[src/rtl/baud_gen_pkg.sv]
package baud_gen_pkg;
  // Saturate a requested exponent to the largest supported value.
  function automatic int clamp_exp(input int req, input int max_e);
    return (req > max_e) ? max_e : req;
  endfunction
endpackage

[src/rtl/brg_tc_stage.sv]
module brg_tc_stage #(
  parameter int TC_W    = 8,
  parameter int EXP_W   = 4,
  parameter int MAX_EXP = 9,
  parameter int EXPA_W  = 4
) (
  input  logic              clk,
  input  logic              rst_n,
  input  logic              en,
  input  logic [TC_W-1:0]   tc_in,
  input  logic [EXP_W-1:0]  exp_in,
  output logic              tc_done,
  output logic [TC_W-1:0]   cnt,
  output logic [TC_W-1:0]   tc_last,
  output logic [EXPA_W-1:0] exp_act
);
  import baud_gen_pkg::*;

  logic [TC_W-1:0]   cnt_d, tc_last_d, limit;
  logic [EXPA_W-1:0] exp_act_d, exp_clamped;
  logic              load;

  // Terminal value is tc-1 in TC_W bits, so 0 wraps to the full range.
  assign limit       = tc_last - TC_W'(1);
  assign exp_clamped = EXPA_W'(clamp_exp(int'(exp_in), MAX_EXP));
  assign tc_done     = en && (cnt == limit);
  assign load        = !en || tc_done;

  always_comb begin
    cnt_d     = cnt;
    tc_last_d = tc_last;
    exp_act_d = exp_act;
    if (!en)          cnt_d = '0;
    else if (tc_done) cnt_d = '0;
    else              cnt_d = cnt + TC_W'(1);
    if (load) begin
      tc_last_d = tc_in;
      exp_act_d = exp_clamped;
    end
  end

  always_ff @(posedge clk or negedge rst_n) begin
    if (!rst_n) begin
      cnt     <= '0;
      tc_last <= '0;
      exp_act <= '0;
    end else begin
      cnt     <= cnt_d;
      tc_last <= tc_last_d;
      exp_act <= exp_act_d;
    end
  end
endmodule

[src/rtl/brg_prescale.sv]
module brg_prescale #(
  parameter int PRE_W  = 9,
  parameter int EXPA_W = 4
) (
  input  logic              clk,
  input  logic              rst_n,
  input  logic              en,
  input  logic              tc_done,
  input  logic [EXPA_W-1:0] exp_act,
  output logic [PRE_W-1:0]  pre,
  output logic [PRE_W-1:0]  pre_nxt,
  output logic              tick_nxt,
  output logic              tick
);
  logic low_full;

  // All prescaler bits below the active exponent are ones.
  always_comb begin
    low_full = 1'b1;
    for (int i = 0; i < PRE_W; i++) begin
      if ((EXPA_W'(i) < exp_act) && !pre[i]) low_full = 1'b0;
    end
  end

  always_comb begin
    pre_nxt  = pre;
    tick_nxt = 1'b0;
    if (!en) begin
      pre_nxt = '0;
    end else if (tc_done) begin
      pre_nxt  = pre + PRE_W'(1);
      tick_nxt = low_full;
    end
  end

  always_ff @(posedge clk or negedge rst_n) begin
    if (!rst_n) begin
      pre  <= '0;
      tick <= 1'b0;
    end else begin
      pre  <= pre_nxt;
      tick <= tick_nxt;
    end
  end
endmodule

[src/rtl/brg_clk_out.sv]
module brg_clk_out #(
  parameter bit GEN_CLK = 1'b1,
  parameter int PRE_W   = 9,
  parameter int EXPA_W  = 4,
  parameter int MAX_EXP = 9
) (
  input  logic              clk,
  input  logic              rst_n,
  input  logic [PRE_W-1:0]  pre_nxt,
  input  logic [EXPA_W-1:0] exp_act,
  input  logic              tick_nxt,
  output logic              baud_clk
);
  generate
    if (GEN_CLK) begin : g_sq
      logic sel;
      logic clk_q;
      always_comb begin
        sel = tick_nxt;
        for (int i = 1; i <= MAX_EXP; i++) begin
          if (exp_act == EXPA_W'(i)) sel = pre_nxt[i-1];
        end
      end
      always_ff @(posedge clk or negedge rst_n) begin
        if (!rst_n) clk_q <= 1'b0;
        else        clk_q <= sel;
      end
      assign baud_clk = clk_q;
    end else begin : g_none
      assign baud_clk = 1'b0;
    end
  endgenerate
endmodule

[src/rtl/baud_gen.sv]
module baud_gen #(
  parameter int TC_W    = 8,
  parameter int EXP_W   = 4,
  parameter int MAX_EXP = 9,
  parameter bit GEN_CLK = 1'b1
) (
  input  logic             clk,
  input  logic             rst_n,
  input  logic             en,
  input  logic [TC_W-1:0]  tc_val,
  input  logic [EXP_W-1:0] exp_val,
  output logic             tick,
  output logic             baud_clk
);
  localparam int PRE_W  = MAX_EXP;
  localparam int EXPA_W = $clog2(MAX_EXP + 1);

  logic [1:0]        rst_sync;
  logic              rst_int_n;
  logic              tc_done;
  logic [TC_W-1:0]   cnt;
  logic [TC_W-1:0]   tc_last;
  logic [EXPA_W-1:0] exp_act;
  logic [PRE_W-1:0]  pre;
  logic [PRE_W-1:0]  pre_nxt;
  logic              tick_nxt;

  // Asynchronous assertion, synchronous release.
  always_ff @(posedge clk or negedge rst_n) begin
    if (!rst_n) rst_sync <= 2'b00;
    else        rst_sync <= {rst_sync[0], 1'b1};
  end
  assign rst_int_n = rst_sync[1];

  brg_tc_stage #(
    .TC_W(TC_W), .EXP_W(EXP_W), .MAX_EXP(MAX_EXP), .EXPA_W(EXPA_W)
  ) u_tc (
    .clk(clk), .rst_n(rst_int_n), .en(en), .tc_in(tc_val), .exp_in(exp_val),
    .tc_done(tc_done), .cnt(cnt), .tc_last(tc_last), .exp_act(exp_act)
  );

  brg_prescale #(.PRE_W(PRE_W), .EXPA_W(EXPA_W)) u_pre (
    .clk(clk), .rst_n(rst_int_n), .en(en), .tc_done(tc_done),
    .exp_act(exp_act), .pre(pre), .pre_nxt(pre_nxt),
    .tick_nxt(tick_nxt), .tick(tick)
  );

  brg_clk_out #(
    .GEN_CLK(GEN_CLK), .PRE_W(PRE_W), .EXPA_W(EXPA_W), .MAX_EXP(MAX_EXP)
  ) u_clk (
    .clk(clk), .rst_n(rst_int_n), .pre_nxt(pre_nxt), .exp_act(exp_act),
    .tick_nxt(tick_nxt), .baud_clk(baud_clk)
  );
endmodule

[config.mk]
export PLATFORM = sky130hd
export DESIGN_NAME = baud_gen
export DESIGN_NICKNAME = d
export VERILOG_FILES = /design/src/rtl/baud_gen_pkg.sv /design/src/rtl/brg_tc_stage.sv /design/src/rtl/brg_prescale.sv /design/src/rtl/brg_clk_out.sv /design/src/rtl/baud_gen.sv
export SDC_FILE = /design/constraint.sdc
export NUM_CORES = 1
export LEC_CHECK = 0
export BUFFER_PORTS_ARGS = -buffer_cell sky130_fd_sc_hd__buf_2
export CAP_MARGIN = 20
export CORE_MARGIN = 5
export CORE_UTILIZATION = 54
export DETAILED_ROUTE_END_ITERATION = 8
export PLACE_DENSITY = 0.76
export SLEW_MARGIN = 10
export SYNTH_ARGS = -nofsm -noshare
export SYNTH_HDL_FRONTEND = slang
export SYNTH_SLANG_ARGS = --single-unit
[constraint.sdc]
create_clock -name clk -period 1 [get_ports clk]
set_input_delay 0 -clock clk [delete_from_list [all_inputs] [get_ports clk]]
set_output_delay 0 -clock clk [all_outputs]
set_load 0.05 [all_outputs]
After elaboration in Yosys (flattened, before gate mapping)
Cells that the tools add are included.
Storage, ports and cells
  register bits after elaboration: 33
  logic and storage cells: 76
Operators by class
  add/subtract/negate cells: 3
  $lt $le $gt $ge: 10
  equality and inequality tests: 10
  mux-type cells: 25
  reductions and logical operators: 21
Operators with widths (number)
  1-bit two-way mux: 20
  9-bit two-way mux: 2
  4-bit by 3-bit == test with 1-bit output (second input constant): 4
  3-bit by 4-bit < comparator with 1-bit output (first input constant): 4
  8-bit two-way mux: 2
  1-bit logical AND: 10
  1-bit logical NOT: 10
  9-bit by 1-bit adder with 9-bit output (second input constant): 1
  8-bit by 1-bit adder with 8-bit output (second input constant): 1
  4-bit by 2-bit == test with 1-bit output (second input constant): 2
  4-bit == test (second input constant): 2
  8-bit == test: 1
  1-bit by 4-bit < comparator with 1-bit output (first input constant): 2
  2-bit by 4-bit < comparator with 1-bit output (first input constant): 2
  8-bit by 1-bit subtractor with 8-bit output (second input constant): 1
  4-bit by 1-bit == test with 1-bit output (second input constant): 1
  4-bit greater-than comparator (second input constant): 1
  4-bit < comparator (first input constant): 1
  4-bit two-way mux: 1
  1-bit logical OR: 1

Longest topological paths before layout
Gate-level depths: netlist of run 1.
  depth in word-level cells: 22
  depth in mapped cells: 12
  gate-level depth less buffers: 11

Cells and area by module
Synthesis of run 1 repeated with hierarchy kept, for this count alone.
Unflattened totals
  cells, all modules: 181
  area total of the unflattened synthesis: 1890.6 µm²
By module, submodules not included
  brg_tc_stage: times used 1, cells each 96, area an instance 1089.8 µm², sequential area each 500.5 µm²
  brg_prescale: times used 1, cells each 58, area an instance 570.5 µm², sequential area each 250.2 µm²
  brg_clk_out: times used 1, cells each 24, area an instance 176.4 µm², sequential area each 25.0 µm²
  baud_gen: times used 1, cells each 3, area an instance 53.8 µm², sequential area each 50.0 µm²

Worst setup path after synthesis of run 1
No wires, ideal clock.
  path kind: register to register
  start point: register u_tc.tc_last[0]
  end point: register u_clk.g_sq.clk_q, in the netlist u_clk.baud_clk
  arrival time: 2542 ps
  required time: 877 ps
  slack: -1665 ps
  stages on the path, launching flop included: 12
  period minus slack after synthesis: 2665 ps
  cells stage by stage: dfrtp_1 inv_1 ha_1 buf_2 nand2b_1 a31oi_1 o2111ai_4 nor2_8 mux2_4 a211oi_2 o31ai_1 o221a_1
On the way
  word-level cells in the longest chain between the ends: 14
  elaborated cells on any way between the ends: 16
  those cells by class: 1 x add/sub; 1 x eq/ne; 13 x mux; 1 x reduce/logical
RTL lines
  from (decl): line brg_tc_stage.sv:14  | output logic [TC_W-1:0] tc_last,
  from (signal assigned): line brg_tc_stage.sv:49  | tc_last <= tc_last_d;
  8-bit by 1-bit subtractor with 8-bit output *: line brg_tc_stage.sv:24  | assign limit = tc_last - TC_W'(1);
  8-bit == test *: line brg_tc_stage.sv:26  | assign tc_done = en && (cnt == limit);
  1-bit logical AND *: line brg_tc_stage.sv:26
  1-bit two-way mux or 9-bit two-way mux (tied branches): line brg_prescale.sv:30  | end else if (tc_done) begin
  1-bit two-way mux or 9-bit two-way mux (tied branches): line brg_prescale.sv:28  | if (!en) begin
  1-bit two-way mux (8 in series): line brg_clk_out.sv:21  | if (exp_act == EXPA_W'(i)) sel = pre_nxt[i-1];
  1-bit two-way mux *: line brg_clk_out.sv:21
  net u_clk.g_sq.sel: line brg_clk_out.sv:16  | logic sel;
  to (signal assigned): line brg_clk_out.sv:26  | else clk_q <= sel;
  to (decl): line brg_clk_out.sv:17  | logic clk_q;
The timed path passes the listed nets; every way through them passes the cells marked *.
A chain may end at the register's enable or synchronous reset.

Final worst setup path of run 1
  start point: register u_tc.tc_last[1]
  end point: register u_clk.g_sq.clk_q, in the netlist u_clk.baud_clk
On the way
  elaborated cells on any way between the ends: 16
  those cells by class: 1 x add/sub; 1 x eq/ne; 13 x mux; 1 x reduce/logical
RTL lines
  8-bit by 1-bit subtractor with 8-bit output: line brg_tc_stage.sv:24
  8-bit == test: line brg_tc_stage.sv:26
  1-bit logical AND: line brg_tc_stage.sv:26
  9-bit two-way mux: line brg_prescale.sv:30
  9-bit two-way mux: line brg_prescale.sv:28
  net pre_nxt[7]: line baud_gen.sv:25  | logic [PRE_W-1:0] pre_nxt;
  1-bit two-way mux (2 in series): line brg_clk_out.sv:21
  net u_clk.g_sq.sel: line brg_clk_out.sv:16
The timed path passes the listed nets, and every way through them passes these cells.

==> reports/qor_table.md, run 1 <==
| Quantity | Value |
|---|---|
| Post-Synthesis Net Count | 239 |
| Antenna Cells | 0 |
| GRT Overall Usage | 24.7% |
| Count of state elements after synthesis | 33 |
| Clock input transition at the sequential cells of the worst setup and hold paths | 0.07 ns |
| Category of the worst setup path capture point | register |
| Setup CP Type | reg -> reg |
| Number of antenna violations at the first check in global routing | 0 |
| Router iterations before antenna repair | 4 |
| Depth of the CTS H-tree | 2 |
| Die Span X | 72.3 microns |
| Clock insertion delay at the later pin of the skew report | 0.28 ns |
| Share of final-layout standard cells stronger than drive strength 1 | 41.3% |
| Net count of the finished layout | 328 |
| Post-synth top flop | dfrtp_1 |
| Yosys top cell area share | 39.5% |
| Overall Power | 3.66 mW |
| Number of distinct standard cells referenced by the synthesized netlist | 51 |
| Violated checks | negative setup slack |
| Crit path setup slack, layout | -1.63 ns |
| Worst vdd rail ir drop | 1.35 mV |
| Number of antenna-violating nets in the routed design | 0 |
| Critical Path Start Type | register |
| Count of flip-flops with a built-in enable after synthesis | 0 |
| Arrival @ worst endpoint | 2.85 ns |
| Total power density per cell area | 1190 mW/mm^2 |
| Number of global-route vias before repair | 2100 |
| Met1 usage | 32.7% |
| Final worst path period share | 263% |
| Cell with the most instances after synthesis | dfrtp_1 |
| Global-route wire length before repair | 10.0 mm |
| Mapped Avg Cell Area | 9.47 sq um |
| Count of max-cap constraint violations | 0 |
| Final hold vios | 0 |
| Met3 track utilization from global routing | 4.57% |
| 1st-iter DRT viols | 145 |
| Post-synthesis instance total | 221 |
| Count of endpoints failing setup in the final report | 31 |
| Layout Area Growth over Synthesis | 46.3% |
| Sink of the worst hold path | u_tc.exp_act[1] |
| Max-Slew Margin vs Limit | 65.9% |
| Most used standard cells in the synthesized netlist | 33 x dfrtp_1, 22 x nand2_1, 18 x nor2_1, 11 x o21ai_0 |
| Worst min-delay path startpoint | exp_val[1] |
| Register area share after synthesis | 39.5% |
| Via Count | 2013 |
| Initial cell density of the core | 56.3% |
| Max Clock Freq | 380 MHz |
| Total wirelength of the detailed-routed design | 6.10 mm |
| I/O pin count | 17 |
| Synth area leaders | dfrtp_1 39%, xnor2_1 4.2%, xor2_1 4.2% |
| Layer carrying the most global-route usage | met2 |
| Port bufs | 16 |
| Post-synthesis cell type with the largest combined area | dfrtp_1 |
| Weighted congestion reported at the end of routability-driven placement | 0.890 |
| Number of rows created at floorplan | 22 |
| Final critical path time including I/O delays and setup | 2.63 ns |
| Register-to-register path setup slack | -1.63 ns |
| RSZ-0062 raised after global routing | true |
| Pin count of the biggest net entering global routing | 32 |
| DRC | 0 |
| Overflow left after global routing | 0 |
| Via/cell ratio | 5.62 |
| Terminus of the critical flop-to-flop path | u_clk.baud_clk |
| Clock buffer depth | 2 |
| Worst endpoint required time | 1.22 ns |
| Number of buffers created by CTS | 5 |
| Run status | finished, violations left |
| Floorplan die area | 0.00522 sq mm |
| Buffer type at the clock tree root | clkbuf_8 |
| Depth of the most critical reg-to-reg path | 10 |
| Met2 Use GR | 41.7% |
| Cell Area, Synth | 0.00209 sq mm |
| Proportion of synthesized flip-flops having asynchronous set or reset | 100% |
| CTS tree | yes |
| Num Clock Sinks | 33 |
| Die outline height | 72.3 microns |
| Leakage power summed over all cells | 1.44 nW |
| Highest net fanout along the worst path | 6 |
| Wire length per cell | 17.0 microns |
| Core outline area | 0.00372 sq mm |
| Dpl hpwl | 3.77 mm |
| Fin. max-slew vios | 0 |
| Min-delay worst type | in -> reg |
| Cell depth of the worst min-delay path | 3 |
| End-of-flow core utilization | 82.4% |
| Worst slew pin tran | 0.507 ns |
| Fin Clk Skew | 0.00584 ns |
| Worst flop-to-flop path startpoint | u_tc.tc_last[1] |
| Yosys warnings | 0 |
==> metal layers <==
metal	vias up	part of all wire [%]
met2	73	50
met4	0	2.2
met3	10	4.9
met5	-	0
li1	948	-
met1	982	42
==> worst max-delay path by stage <==
| stage | cells past startpoint | end | from | slack (ns) |
|---|---|---|---|---|
| floorplan | 12 | u_clk.baud_clk | u_tc.tc_last[0] | -1.51 |
| global placement | 9 | u_clk.baud_clk | u_tc.tc_last[1] | -1.51 |
| detailed placement | 9 | u_clk.baud_clk | u_tc.tc_last[1] | -1.55 |
| CTS | 9 | u_clk.baud_clk | u_tc.tc_last[1] | -1.50 |
| global route | 11 | u_clk.baud_clk | u_tc.tc_last[0] | -1.68 |
| finish | 10 | u_clk.baud_clk | u_tc.tc_last[1] | -1.63 |
==> where the power goes <==
group	internal (mW)	switching, mW	leakage, nW
clock	0.724	0.477	0.0540
sequential	1.41	0.0952	0.426
combinational	0.462	0.490	0.960
total	2.59	1.06	1.44
==> area by class of cell <==
type | count | area (sq um)
flip-flops and latches | 33 | 828
clock buffers | 5 | 68.8
inverters | 9 | 33.8
multi-input cells | 168 | 1320
clock inverters | 2 | 35.0
repair buffers | 93 | 712
well taps | 48 | 60.1
fillers | 218 | 654
==> timing repair <==
action                                  in CTS  in global routing
endpoints found under the hold margin       13                  0
pin swaps                                    6                  4
hold buffers                                12                  0
endpoints found under the setup margin      31                 31
setup buffers                                1                  0
resized for setup                            6                 16
cloned                                       0                  0
==> worst max-delay path, stage by stage, from the launching register on <==
cell and delay [ns]:
dfrtp_1 0.39, buf_4 0.16, nor3_4 0.21, xnor2_2 0.11
nor3_4 0.25, o2111ai_4 0.26, buf_4 0.25, o41ai_2 0.53
o21ai_1 0.12, o31ai_1 0.08, o221a_1 0.21
==> cells by family after synthesis <==
logic type	count (synthesis)	share of synthesized area [%]
flip-flops	33	39.4
other	1	0.179
AND/OR/NAND/NOR	88	24.7
XOR/XNOR	20	8.37
adder cells (fa/ha/maj)	3	1.79
AO/OA/AOI/OAI	44	15.4
buffers and inverters	20	3.71
multiplexers	12	6.34
==> metrics by stage <==
step | std cells | instance area (sq um) | setup slack, ns | setup TNS (ns) | hold slack [ns]
global placement | 338 | 2720 | -1.51 | -36.54 | -0.214
global route | 358 | 3060 | -1.68 | -42.65 | 0.0358
floorplan | 221 | 2140 | -1.51 | -35.58 | -0.296
CTS | 358 | 2980 | -1.50 | -36.25 | 0.0103
detailed placement | 338 | 2720 | -1.55 | -37.90 | -0.212
finish | 358 | 3060 | -1.63 | -39.80 | 0.00935
==> flip-flops by register name, summed over array words and instances (netlist names) <==
name	flops
u_tc.cnt	8
rst_sync	2
u_pre.tick	1
u_pre.pre	9
u_tc.tc_last	8
u_clk.baud_clk	1
u_tc.exp_act	4
==> placed cells by master, fill, tap and decap left out, drive strengths merged, types with 6 or more instances in the layout <==
cell type and instances:
nand3 6, dlygate4sd3 12, a21oi 9, dfrtp 33, xnor2 10, xor2 10, nand2 22, o21ai 14
nor3 7, mux2 7, inv 9, nor2 20, buf 81
(Power assumes the default switching activity.)
==> run 2, diff against run 1 <==
Settings changed: CORE_UTILIZATION 54 to 60, PLACE_DENSITY 0.76 to 0.8.
Clock period 1 ns to 3.37 ns, I/O delays scaled along.
==> run 2 against run 1 <==
Compared with the run above: the flow now finishes without violations; worst hold slack better by 0.087 ns; via count down 16%; setup slack gained 2.1 ns; critical endpoint unchanged; critical path depth grew 1; critical path type unchanged; count of clock-buffer cells in the layout rose by 1; sequential share of layout area increased by 6.9 points; combinational power shrank 82%.
==> reports/qor_table.md, run 2 (synthesis results as in run 1) <==
| Quantity | Value | Change |
|---|---|---|
| Leading cell types in the layout, fill and taps excluded | 33 x dfrtp_1, 22 x nand2_1, 18 x nor2_1 |  |
| Clock input transition at the sequential cells of the worst setup and hold paths | 0.11 ns | +0.04 ns |
| Arrival @ worst endpoint | 3.11 ns | +0.26 ns |
| Overflow left after global routing | 0 | unchanged |
| Global-route wire length before repair | 7.62 mm | -24% |
| Pin count of the biggest net entering global routing | 21 | -34% |
| Weighted congestion reported at the end of routability-driven placement | 0.874 | -1.8% |
| Dpl hpwl | 3.05 mm | -19% |
| Core outline area | 0.00336 sq mm | -9.5% |
| Number of flip-flops under the largest register name | 9 | unchanged |
| Category of the worst setup path capture point | register |  |
| Area after detailed placement | 0.00220 sq mm | -19% |
| Final hold vios | 0 | unchanged |
| Number of buffers created by CTS | 5 | unchanged |
| Clock buffer depth | 2 | unchanged |
| Fin. max-slew vios | 0 | unchanged |
| Count of max-cap constraint violations | 0 | unchanged |
| Overall Power | 0.946 mW | -74% |
| Layout Area Growth over Synthesis | 16.1% |  |
| Worst slew pin tran | 0.781 ns | +0.275 ns |
| Net count of the finished layout | 267 | -19% |
| Critical Path Start Type | register |  |
| Gate family responsible for the most delay along the worst path | compound AO/OA/AOI/OAI gates |  |
| I/O pin count | 17 | unchanged |
| Critical path cell sequence | inv_1, ha_1, nand2b_1, a21oi_1, a31oi_1, o2111ai_4, nor2_8, mux2_4, a211oi_2, o31ai_1, o221a_1 |  |
| Max Clock Freq | 347 MHz | -8.6% |
| Most flops, register | u_pre.pre |  |
| DRC | 0 | unchanged |
| GRT Overall Usage | 19.6% | -5.2 points |
| Number of global-route vias before repair | 1613 | -23% |
| Number of antenna-violating nets in the routed design | 0 | unchanged |
| Antenna Cells | 0 | unchanged |
| Commonest non-fill, non-tap cell in the layout | dfrtp_1 |  |
| Total negative slack | 0 ns | +39.80 ns |
| Port bufs | 16 | unchanged |
| Run status | finished, final reports clean |  |
| CTS tree | yes |  |
| Router iterations before antenna repair | 4 | unchanged |
| Setup CP Type | reg -> reg |  |
| Share of final-layout standard cells stronger than drive strength 1 | 18.4% | -23 points |
| Num Clock Sinks | 33 | unchanged |
| Total buffers and inverters traversed by the critical path | 1 | -1 |
| Die Span X | 69.1 microns | -4.4% |
| Leakage power summed over all cells | 1.06 nW | -27% |
| Initial cell density of the core | 62.2% | +5.9 points |
| Critical path's largest stage delay | 0.45 ns | -0.08 ns |
| Count of endpoints failing setup in the final report | 0 | -100% |
| Min-delay worst type | in -> reg |  |
| Via Count | 1688 | -16% |
| Wire length per cell | 14.7 microns | -14% |
| Buffer type at the clock tree root | clkbuf_4 |  |
| Via/cell ratio | 5.70 | +1.4% |
| Number of antenna violations at the first check in global routing | 0 | unchanged |
| 1st-iter DRT viols | 133 | -8.3% |
| Final worst path period share | 85.5% | -180 points |
| Worst endpoint required time | 3.60 ns | +2.38 ns |
| Slowest library cell on the worst path | dfrtp_1 |  |
| Depth of the CTS H-tree | 2 | unchanged |
| Die outline height | 69.1 microns | -4.4% |
| Clock insertion delay at the later pin of the skew report | 0.34 ns | +0.06 ns |
| Number of rows created at floorplan | 21 | -4.5% |
| Highest net fanout along the worst path | 10 | +4 |
| Floorplan die area | 0.00477 sq mm | -8.6% |
| Total power density per cell area | 389 mW/mm^2 | -67% |
| Total wirelength of the detailed-routed design | 4.35 mm | -29% |
| RSZ-0062 raised after global routing | false |  |
| Fin Clk Skew | 0.0140 ns | +0.00815 ns |
| Final Cell Area | 0.00243 sq mm | -21% |
| Worst vdd rail ir drop | 0.247 mV | -82% |
| Max-Slew Margin vs Limit | 47.9% | -18 points |
| Filler Cell Count | 259 | +19% |
| Final critical path time including I/O delays and setup | 2.88 ns | +0.249 ns |
| Regs by FF count | u_pre.pre x9, u_tc.cnt x8, u_tc.tc_last x8 |  |
[run 2: path summary, 6_finish.rpt]
path	from	end	slack, ns	depth (start not counted)
setup / recovery	u_tc.tc_last[0]	u_clk.baud_clk	0.49	11
hold reg to reg	rst_sync[1]	u_tc.tc_last[0]	0.32	0
min in group asynchronous	rst_sync[1]	u_tc.tc_last[0]	0.32	0
hold / removal	en	u_pre.pre[1]	0.1	2
max in group asynchronous	rst_sync[1]	u_tc.tc_last[7]	2.38	1
setup reg to reg	u_tc.tc_last[0]	u_clk.baud_clk	0.49	11
[run 2: power breakdown]
group | internal (mW) | leakage, nW | switching [mW] | total [mW]
Combinational | 0.0786 | 0.584 | 0.0971 | 0.176
Sequential | 0.417 | 0.428 | 0.0390 | 0.456
Clock | 0.176 | 0.0445 | 0.139 | 0.315
[run 2: stage by stage]
step | util, % | std cells | hold slack, ns | worst slack (ns)
5_1_grt | 72.3 | 296 | 0.0844 | 0.219
6_report | 72.3 | 296 | 0.0959 | 0.489
2_1_floorplan | - | 221 | -0.296 | 0.705
3_5_place_dp | 65.5 | 274 | -0.214 | 0.514
3_3_place_gp | 65.5 | 274 | -0.215 | 0.598
4_1_cts | 72.3 | 296 | 0.0814 | 0.481
[run 2: timing repair]
item	4_1_cts	5_1_grt
gates resized for setup	0	0
setup buffers	0	0
hold buffers	14	0
endpoints found under the hold margin	14	0
setup endpoints to repair	0	0
[run 2: final cells by class]
| cell class | count | area (sq um) | area share (%) |
|---|---|---|---|
| Clock inverter | 2 | 37.5 | 1.54 |
| Multi-Input combinational cell | 168 | 1190 | 48.9 |
| Timing Repair Buffer | 32 | 235 | 9.68 |
| Tap cell | 46 | 57.6 | 2.37 |
| Inverter | 9 | 33.8 | 1.39 |
| Clock buffer | 6 | 51.3 | 2.11 |
| Sequential cell | 33 | 826 | 34.0 |
[run 2: per-layer routing]
layer	global-route usage, %	vias up	share of wire [%]
li1	-	831	-
met2	28.5	52	45
met5	0	-	0
met4	5.64	0	1.8
met1	28.3	793	48
met3	5.38	12	5.0
==> run 3, diff against run 2 <==
Settings changed: MAX_ROUTING_LAYER from default to met4.
==> run 3 against run 2 <==
Compared with the run above: global-route usage up 0.49 points; utilization unchanged; via count up 0.41%; clock skew up 0.00070 ns; non-clock buffer count unchanged; critical endpoint unchanged.
==> reports/qor_table.md, run 3 (synthesis results as in run 1) <==
| Quantity | Value | Change |
|---|---|---|
| Run status | finished, final reports clean |  |
| Number of buffers created by CTS | 5 | unchanged |
| Slowest library cell on the worst path | dfrtp_1 |  |
| GRT Overall Usage | 20.0% | +0.49 points |
| Quantity of gates resized following cts | 0 | unchanged |
| Total negative slack | 0 ns | unchanged |
| Worst setup slack after placement | 0.514 ns | unchanged |
| Number of rows created at floorplan | 21 | unchanged |
| Share of final-layout standard cells stronger than drive strength 1 | 18.4% | unchanged |
| CTS tree | yes |  |
| Worst endpoint required time | 3.60 ns | about the same |
| Regs by FF count | u_pre.pre x9, u_tc.cnt x8, u_tc.tc_last x8 |  |
| I/O pin count | 17 | unchanged |
| Initial cell density of the core | 62.2% | unchanged |
| Dpl hpwl | 3.05 mm | unchanged |
| Fraction of power consumed by sequential logic | 48.2% | about the same |
| Switching power as a share of total power | 29.0% | about the same |
| Fin Clk Skew | 0.0147 ns | +0.000705 ns |
| Crit path setup slack, layout | 0.493 ns | +0.00492 ns |
| Register area | 826 sq um | unchanged |
| 1st-iter DRT viols | 111 | -17% |
| Depth of the CTS H-tree | 2 | unchanged |
| Leakage power summed over all cells | 1.06 nW | unchanged |
| Net switching power | 0.275 mW | about the same |
| Number of global-route vias before repair | 1608 | -0.31% |
| Clock Power Share | 33.3% | about the same |
| Fin. max-slew vios | 0 | unchanged |
| Antenna Cells | 0 | unchanged |
| Clock buffer depth | 2 | unchanged |
| Final worst path period share | 85.4% | -0.15 points |
| Min-delay worst type | in -> reg |  |
| Internal cell power | 0.671 mW | about the same |
| Commonest non-fill, non-tap cell in the layout | dfrtp_1 |  |
| Num Clock Sinks | 33 | unchanged |
| Setup CP Type | reg -> reg |  |
| Category of the worst setup path capture point | register |  |
| Pin count of the biggest net entering global routing | 21 | unchanged |
| DRC | 0 | unchanged |
| Global-route wire length before repair | 7.64 mm | +0.28% |
| Number of antenna-violating nets in the routed design | 0 | unchanged |
| Critical path cell sequence | inv_1, ha_1, nand2b_1, a21oi_1, a31oi_1, o2111ai_4, nor2_8, mux2_4, a211oi_2, o31ai_1, o221a_1 |  |
| Worst vdd rail ir drop | 0.247 mV | about the same |
| Clock insertion delay at the later pin of the skew report | 0.34 ns | about the same |
| Floorplan die area | 0.00477 sq mm | unchanged |
| Post-CTS Repair Setup Buffers | 0 | unchanged |
| Area occupied by multi-input gates | 0.00119 sq mm | unchanged |
| Overflow left after global routing | 0 | unchanged |
| Critical Path Start Type | register |  |
| Worst slew pin tran | 0.781 ns | -0.000670 ns |
| Max Clock Freq | 348 MHz | +0.17% |
| Most flops, register | u_pre.pre |  |
| Final hold vios | 0 | unchanged |
| Overall Power | 0.946 mW | about the same |
| Arrival @ worst endpoint | 3.11 ns | about the same |
| Count of endpoints failing setup in the final report | 0 | unchanged |
| Max-Slew Margin vs Limit | 46.6% | -1.3 points |
| Number of flip-flops under the largest register name | 9 | unchanged |
| Count of max-cap constraint violations | 0 | unchanged |
| RSZ-0062 raised after global routing | false |  |
| Highest net fanout along the worst path | 10 | unchanged |
| Filler Cell Count | 259 | unchanged |
| Clock input transition at the sequential cells of the worst setup and hold paths | 0.11 ns | about the same |
| Port bufs | 16 | unchanged |
| Weighted congestion reported at the end of routability-driven placement | 0.888 | +1.6% |
| Via Count | 1695 | +0.41% |
| Total wirelength of the detailed-routed design | 4.35 mm | about the same |
| Via/cell ratio | 5.73 | +0.41% |
| End-of-flow core utilization | 72.3% | unchanged |
| Leading cell types in the layout, fill and taps excluded | 33 x dfrtp_1, 22 x nand2_1, 18 x nor2_1 |  |
| Die Span X | 69.1 microns | unchanged |
| Number of antenna violations at the first check in global routing | 0 | unchanged |
| Relative contribution of combinational cells to total power | 18.6% | about the same |
| Core outline area | 0.00336 sq mm | unchanged |
| Layout Area Growth over Synthesis | 16.1% | unchanged |
| Router iterations before antenna repair | 4 | unchanged |
| Wire length per cell | 14.7 microns | about the same |
| Buffer type at the clock tree root | clkbuf_4 |  |
| Net count of the finished layout | 267 | unchanged |
| Critical path's largest stage delay | 0.45 ns | about the same |
| Die outline height | 69.1 microns | unchanged |
| Total power density per cell area | 389 mW/mm^2 | about the same |
| Final critical path time including I/O delays and setup | 2.88 ns | -0.00492 ns |
| CTS Hold Bufs | 14 | unchanged |
run 3: cell counts in the layout (fill, tap and decap cells not counted):
No cell type changed its count.
run 3: routing by layer:
layer	global-route usage [%]	routed length (microns)
met5	-	0
met4	6.51	82
met3	4.07	230
met2	28.6	1990
met1	28.5	2050
run 3: power groups by stage:
stage | sequential, mW | clock [mW] | combinational, mW
after floorplan | 0.459 | 0 | 0.126
after detailed placement | 0.464 | 0 | 0.161
after CTS | 0.455 | 0.322 | 0.174
after global placement | 0.464 | 0 | 0.159
after global routing | 0.461 | 0.342 | 0.194
final | 0.456 | 0.315 | 0.176
run 3: area by class of cell:
type | count | share of cell area [%]
clock inverters | 2 | 1.54
repair buffers | 32 | 9.68
flip-flops and latches | 33 | 34.0
multi-input cells | 168 | 48.9
clock buffers | 6 | 2.11
well taps | 46 | 2.37
inverters | 9 | 1.39
run 3: per-stage QoR:
stage	hold WS, ns	area, sq um	instances
after floorplan	-0.296	2090	221
after global placement	-0.215	2200	274
after detailed placement	-0.214	2200	274
after CTS	0.0814	2430	296
after global routing	0.0919	2430	296
final	0.0961	2430	296
run 3: critical path, delay by kind of cell, from the launching register on:
| kind | cells | cell delay, ns |
|---|---|---|
| AND/OR/NAND/NOR | 2 | 0.42 |
| buffers and inverters | 1 | 0.10 |
| flip-flops | 1 | 0.45 |
| adder cells (fa/ha/maj) | 1 | 0.31 |
| AO/OA/AOI/OAI | 6 | 1.16 |
| multiplexers | 1 | 0.33 |
run 3: worst paths after layout:
kind / from / to / slack (ns) / depth (start not counted)
min: en / u_pre.pre[1] / 0.1 / 2
min in group asynchronous: rst_sync[1] / u_tc.tc_last[0] / 0.31 / 0
max reg2reg: u_tc.tc_last[0] / u_clk.baud_clk / 0.49 / 11
max: u_tc.tc_last[0] / u_clk.baud_clk / 0.49 / 11
min reg2reg: rst_sync[1] / u_tc.tc_last[0] / 0.31 / 0
max in group asynchronous: rst_sync[1] / u_tc.tc_last[7] / 2.39 / 1
